===== config.mk =====
export PLATFORM = sky130hd
export DESIGN_NAME = lcsw_top
export DESIGN_NICKNAME = d
export VERILOG_FILES = /design/src/rtl/lcsw_pkg.sv /design/src/rtl/lcsw_decode.sv /design/src/rtl/lcsw_mode_reg.sv /design/src/rtl/lcsw_status.sv /design/src/rtl/lcsw_top.sv
export SDC_FILE = /design/constraint.sdc
export NUM_CORES = 1
export LEC_CHECK = 0
export BUFFER_PORTS_ARGS = -buffer_cell sky130_fd_sc_hd__buf_4
export CORE_MARGIN = 2
export CORE_UTILIZATION = 55
export DETAILED_ROUTE_END_ITERATION = 16
export HOLD_SLACK_MARGIN = 0.15
export PLACE_DENSITY_LB_ADDON = 0.15
export SLEW_MARGIN = 40
export SYNTH_ARGS = -nofsm -noshare
export SYNTH_HDL_FRONTEND = slang
export SYNTH_SLANG_ARGS = --single-unit

===== constraint.sdc =====
create_clock -name clk -period 3.1 [get_ports clk]
set_input_delay 0.465 -clock clk [delete_from_list [all_inputs] [get_ports clk]]
set_output_delay 0.465 -clock clk [all_outputs]
set_load 0.02 [all_outputs]

===== src/rtl/lcsw_pkg.sv =====
package lcsw_pkg;

  typedef struct packed {
    logic alt_zp;
    logic bank2;
    logic wr_en;
    logic ram_rd;
  } lc_flags_t;

  typedef enum logic [2:0] {
    CMD_NONE,
    CMD_MODE,
    CMD_STAT_BANK2,
    CMD_STAT_RAM,
    CMD_STAT_ALTZP
  } rd_cmd_e;

  // Mode nibble -> {bank2, wr_en, ram_rd}.
  // Bit 3 clear picks bank 2, bit 0 enables writes,
  // and RAM reads happen when bits 1 and 0 agree.
  function automatic logic [2:0] mode_bits(input logic [3:0] sel);
    return {~sel[3], sel[0], ~(sel[1] ^ sel[0])};
  endfunction

  // Write-enabling modes need a repeated access to the same address.
  function automatic logic needs_repeat(input logic [3:0] sel);
    return sel[0];
  endfunction

endpackage


===== src/rtl/lcsw_decode.sv =====
module lcsw_decode
  import lcsw_pkg::*;
#(
  parameter int ADDR_W = 16,
  parameter logic [ADDR_W-1:0] MODE_BASE   = 16'hC080,
  parameter logic [ADDR_W-1:0] STAT_BANK2  = 16'hC011,
  parameter logic [ADDR_W-1:0] STAT_RAM    = 16'hC012,
  parameter logic [ADDR_W-1:0] STAT_ALTZP  = 16'hC016,
  parameter logic [ADDR_W-1:0] ALTZP_ON    = 16'hC008,
  parameter logic [ADDR_W-1:0] ALTZP_OFF   = 16'hC009
) (
  input  logic [ADDR_W-1:0] addr,
  input  logic              rd_stb,
  input  logic              wr_stb,
  output rd_cmd_e           rd_cmd,
  output logic [3:0]        mode_sel,
  output logic              altzp_set,
  output logic              altzp_clr
);
  localparam int HI_W = ADDR_W - 4;

  logic mode_match;
  assign mode_match = (addr[ADDR_W-1:4] == MODE_BASE[ADDR_W-1:4]) && !addr[2];
  assign mode_sel   = addr[3:0];

  always_comb begin
    rd_cmd = CMD_NONE;
    if (rd_stb) begin
      if (mode_match)               rd_cmd = CMD_MODE;
      else if (addr == STAT_BANK2)  rd_cmd = CMD_STAT_BANK2;
      else if (addr == STAT_RAM)    rd_cmd = CMD_STAT_RAM;
      else if (addr == STAT_ALTZP)  rd_cmd = CMD_STAT_ALTZP;
    end
  end

  assign altzp_set = wr_stb && (addr == ALTZP_ON);
  assign altzp_clr = wr_stb && (addr == ALTZP_OFF);

  logic [HI_W-1:0] unused_hi;
  assign unused_hi = '0;
endmodule


===== src/rtl/lcsw_mode_reg.sv =====
module lcsw_mode_reg
  import lcsw_pkg::*;
#(
  parameter int ADDR_W = 16,
  parameter logic [ADDR_W-1:0] PREV_RST = '0
) (
  input  logic              clk,
  input  logic              rst_n,
  input  logic              access_vld,
  input  logic [ADDR_W-1:0] addr,
  input  rd_cmd_e           rd_cmd,
  input  logic [3:0]        mode_sel,
  input  logic              altzp_set,
  input  logic              altzp_clr,
  output lc_flags_t         flags,
  output logic              repeat_ok,
  output logic              mode_apply
);
  logic [ADDR_W-1:0] prev_addr;
  logic [2:0]        next_mode;

  assign repeat_ok  = (prev_addr == addr);
  assign mode_apply = (rd_cmd == CMD_MODE) && (!needs_repeat(mode_sel) || repeat_ok);
  assign next_mode  = mode_bits(mode_sel);

  always_ff @(posedge clk) begin
    if (!rst_n) begin
      flags     <= '0;
      prev_addr <= PREV_RST;
    end else begin
      if (access_vld) prev_addr <= addr;
      if (mode_apply) begin
        flags.bank2  <= next_mode[2];
        flags.wr_en  <= next_mode[1];
        flags.ram_rd <= next_mode[0];
      end
      if (altzp_set)      flags.alt_zp <= 1'b1;
      else if (altzp_clr) flags.alt_zp <= 1'b0;
    end
  end
endmodule


===== src/rtl/lcsw_status.sv =====
module lcsw_status
  import lcsw_pkg::*;
#(
  parameter int DATA_W = 8,
  parameter int STAT_BIT = DATA_W - 1
) (
  input  rd_cmd_e           rd_cmd,
  input  lc_flags_t         flags,
  output logic [DATA_W-1:0] rd_data
);
  logic flag_sel;

  always_comb begin
    case (rd_cmd)
      CMD_STAT_BANK2: flag_sel = flags.bank2;
      CMD_STAT_RAM:   flag_sel = flags.ram_rd;
      CMD_STAT_ALTZP: flag_sel = flags.alt_zp;
      default:        flag_sel = 1'b0;
    endcase
    rd_data = '0;
    rd_data[STAT_BIT] = flag_sel;
  end
endmodule


===== src/rtl/lcsw_top.sv =====
module lcsw_top
  import lcsw_pkg::*;
#(
  parameter int ADDR_W = 16,
  parameter int DATA_W = 8
) (
  input  logic              clk,
  input  logic              rst_n,
  input  logic [ADDR_W-1:0] cpu_addr,
  input  logic              rd_stb,
  input  logic              wr_stb,
  output logic [DATA_W-1:0] rd_data,
  output logic              sel_ram_rd,
  output logic              sel_wr_en,
  output logic              sel_bank2,
  output logic              sel_alt_zp,
  output logic              sw_hit
);
  rd_cmd_e    rd_cmd;
  logic [3:0] mode_sel;
  logic       altzp_set;
  logic       altzp_clr;
  logic       access_vld;
  logic       repeat_ok;
  logic       mode_apply;
  lc_flags_t  flags;

  assign access_vld = rd_stb | wr_stb;

  lcsw_decode #(.ADDR_W(ADDR_W)) u_dec (
    .addr      (cpu_addr),
    .rd_stb    (rd_stb),
    .wr_stb    (wr_stb),
    .rd_cmd    (rd_cmd),
    .mode_sel  (mode_sel),
    .altzp_set (altzp_set),
    .altzp_clr (altzp_clr)
  );

  lcsw_mode_reg #(.ADDR_W(ADDR_W)) u_reg (
    .clk        (clk),
    .rst_n      (rst_n),
    .access_vld (access_vld),
    .addr       (cpu_addr),
    .rd_cmd     (rd_cmd),
    .mode_sel   (mode_sel),
    .altzp_set  (altzp_set),
    .altzp_clr  (altzp_clr),
    .flags      (flags),
    .repeat_ok  (repeat_ok),
    .mode_apply (mode_apply)
  );

  lcsw_status #(.DATA_W(DATA_W)) u_stat (
    .rd_cmd  (rd_cmd),
    .flags   (flags),
    .rd_data (rd_data)
  );

  assign sel_ram_rd = flags.ram_rd;
  assign sel_wr_en  = flags.wr_en;
  assign sel_bank2  = flags.bank2;
  assign sel_alt_zp = flags.alt_zp;
  assign sw_hit     = (rd_cmd != CMD_NONE) | altzp_set | altzp_clr;
endmodule


==> run_results.csv <==
group,metric,value,unit
outcome,outcome,"finished, final reports clean",
floorplan,rows,16,
clock_network,post-cts-setup-buffer-count,0,
floorplan,ios,33,
timing,fmax,423,MHz
timing,tightest_slew,0.653,ns
finish,drive_above_1_share,20.7,%
routing,wire_per_inst,12.7,um
clock_network,cts_buffers,3,
worst_setup_path,cpPeakStageDelay,0.41,ns
yosys,syn_area_per_cell,7.92,um2
timing,drv_slew,0,
floorplan,dieArea,0.00260,mm2
timing,hold_viol,0,
clock_network,cts.clk_slew.worst_paths,0.12,ns
routing,drc_errors,0,
worst_setup_path,cp-end-kind,"output port",
routing,routed_wl,2560,um
finish,area_delta_synth_final,15.1,%
worst_setup_path,startpoint,"cpu_addr[0]",
run,maxCapViolCount,0,
worst_setup_path,cp_num_cells,8,
clock_network,clock_latency,0.30,ns
placed_design,io_buffers,25,
global_routing,grt_max_degree,21,
placed_design,dp_hpwl,1960,um
placed_design,place_area,0.00136,mm2
worst_setup_path,startpoint_type,"input port",
worst_hold_path,min_path_cells,3,
timing,setup_viol,0,
yosys,syn_inst,153,
worst_setup_path,rr_startpoint,"u_reg.prev_addr[4]",
worst_setup_path,crit_chain,"buf_4 > inv_1 > ha_1 > nand4bb_1 > nor4b_1 > o211ai_1 > a31oi_1 > buf_4",
finish,post-route-util,69.0,%
power,ir_drop,0.333,mV
routing,dr.pass1.iters,4,
clock_network,clk_path_buf_depth,2,
timing,period_needed,2.37,ns
clock_network,cts_tree,"built",
yosys,synthesis.area,0.00121,mm2
worst_setup_path,setup.worst_path.class,"input port to output port",
placed_design,place_congestion,0.995,
yosys,yosysSeqAreaShare,33.0,%
finish,diodes,0,
clock_network,postCtsResizedCells,0,
placed_design,dpl_worst_slack,0.778,ns
routing,drt_iter0_markers,22,
worst_setup_path,r2r_cells,5,
global_routing,antenna_found_initial,0,
worst_setup_path,arrival,1.90,ns
yosys,synth-edff-count,0,
finish,nets,198,
yosys,ys_ff_latch,20,
clock_network,htree_num_levels,1,
timing,slew_headroom,56.4,%
worst_hold_path,min_from,"cpu_addr[12]",
worst_setup_path,slowest_stage,"nor4b_1",
global_routing,grt_pass1_vias,1006,
floorplan,die_h,51.0,um
timing,fin_worst_skew,0.00694,ns
clock_network,root_buffer,"clkbuf_4",
worst_setup_path,worstPathRequired,2.63,ns
power,finalPower,0.527,mW
worst_hold_path,hold_class,"input port to register",
worst_setup_path,worstPathMaxFanout,8,
floorplan,start_util,60.0,%
yosys,synthFlopType,"dfxtp_1",
timing,fin_ws,0.734,ns
global_routing,grt-ovfl-total,0,
timing,timing.final.crit_share,76.3,%
finish,seq_area,400,um2
timing,rsz0062_at_grt,"no",
yosys,yosys_warnings,0,
routing,antenna_left,0,
clock_network,cts_sinks,20,
floorplan,die_x,51.0,um
finish,fillers,178,
power,power.leakage,0.613,nW
clock_network,cts-hold-fix-buffers,0,
floorplan,coreArea,0.00202,mm2
worst_setup_path,cpMostUsedCell,"buf_4",
routing,vias_per_cell,5.48,
yosys,synth.distinct_cells,34,
global_routing,grt_pass1_wl,4360,um
global_routing,grt.total_usage,21.7,%
timing,tns,0,ns
worst_setup_path,crit_buf_inv,3,
power,pwr_density_cell,378,mW/mm2
worst_setup_path,critical_path.top_delay_family,"simple AND/OR/NAND/NOR gates",
finish,final_cell_area,0.00140,mm2
yosys,synth_async_sr_flop_share,0,%
routing,via_count,1101,
finish,multiInputGateArea,722,um2
-- stage by stage --
step                      hold slack (ns)  std cells
after global placement              0.449        197
final                               0.412        201
after floorplan                     0.441        159
after global routing                0.412        201
after detailed placement            0.457        197
after CTS                           0.407        201
-- layout make-up --
class / instances / area share (%)
multi-input cells: 121 / 51.7
clock buffers: 4 / 2.60
flip-flops and latches: 20 / 28.7
repair buffers: 25 / 13.5
inverters: 4 / 1.08
well taps: 27 / 2.42
-- logic make-up (layout without fill, tap and decap cells) --
logic type | after synthesis | count (layout) | share of synthesized area, %
buffers and inverters | 18 | 33 | 9.49
other | 1 | 7 | 0.309
AOI/OAI and AO/OA | 24 | 24 | 11.1
and+or+nand+nor | 69 | 69 | 29.7
DFF | 20 | 20 | 33.0
adders and majority gates | 3 | 3 | 3.10
muxes | 2 | 2 | 1.65
xor gates and xnor gates | 16 | 16 | 11.6
-- power by group --
group	internal (mW)	switching, mW	total [mW]	leakage, nW
Combinational	0.0404	0.0561	0.0965	0.427
Sequential	0.270	0.00813	0.278	0.165
Clock	0.0717	0.0812	0.153	0.0210
Total	0.382	0.146	0.527	0.613
-- worst paths after layout --
check | to | slack [ns]
min | u_reg.prev_addr[12] | 0.41
max | rd_data[7] | 0.73
max reg2reg | u_reg.flags[2] | 1.32
min reg2reg | u_reg.prev_addr[13] | 0.47
-- worst register-to-register path, stage by stage (launching register included) --
cell,delay (ns)
dfxtp_1,0.34
xor2_1,0.17
nor4_1,0.34
nand4_1,0.23
or4_1,0.52
o211ai_1,0.11
-- registers in the layout, indices dropped and copies added (netlist names) --
register and count:
u_reg.flags 4, u_reg.prev_addr 16
-- synth_stat cells (all sizes together) (3+ instances only) --
master  number  area share (%)
a21oi       16             6.6
buf          9             5.9
clkbuf       5             2.4
dfxtp       20              33
ha           3             3.1
inv          4             1.2
nand2       36              11
nand4        3             1.5
nor2         9             2.8
nor4         6             4.1
o211ai       3             1.9
xor2        16              12
-- cell usage in the layout, fill, tap and decap left out, types with 2 or more instances in the layout --
cell	instances
o21ai_0	2
nor4_2	2
nand2_1	36
buf_4	25
nand4_1	3
a21oi_1	16
mux2i_1	2
o211ai_1	3
or4_1	2
ha_1	3
dfxtp_1	20
inv_1	4
nor2_1	8
nor4_1	4
xor2_1	16
clkbuf_4	3
conb_1	7
nand3_1	2
-- routing by layer --
layer	routed length [um]	GRT usage, %	share of wire (%)
met1	1140	27.9	45
met2	1260	38.3	49
met3	128	2.92	5.0
met4	25	4.95	0.98
met5	0	0	0
(Power assumes the default switching activity.)
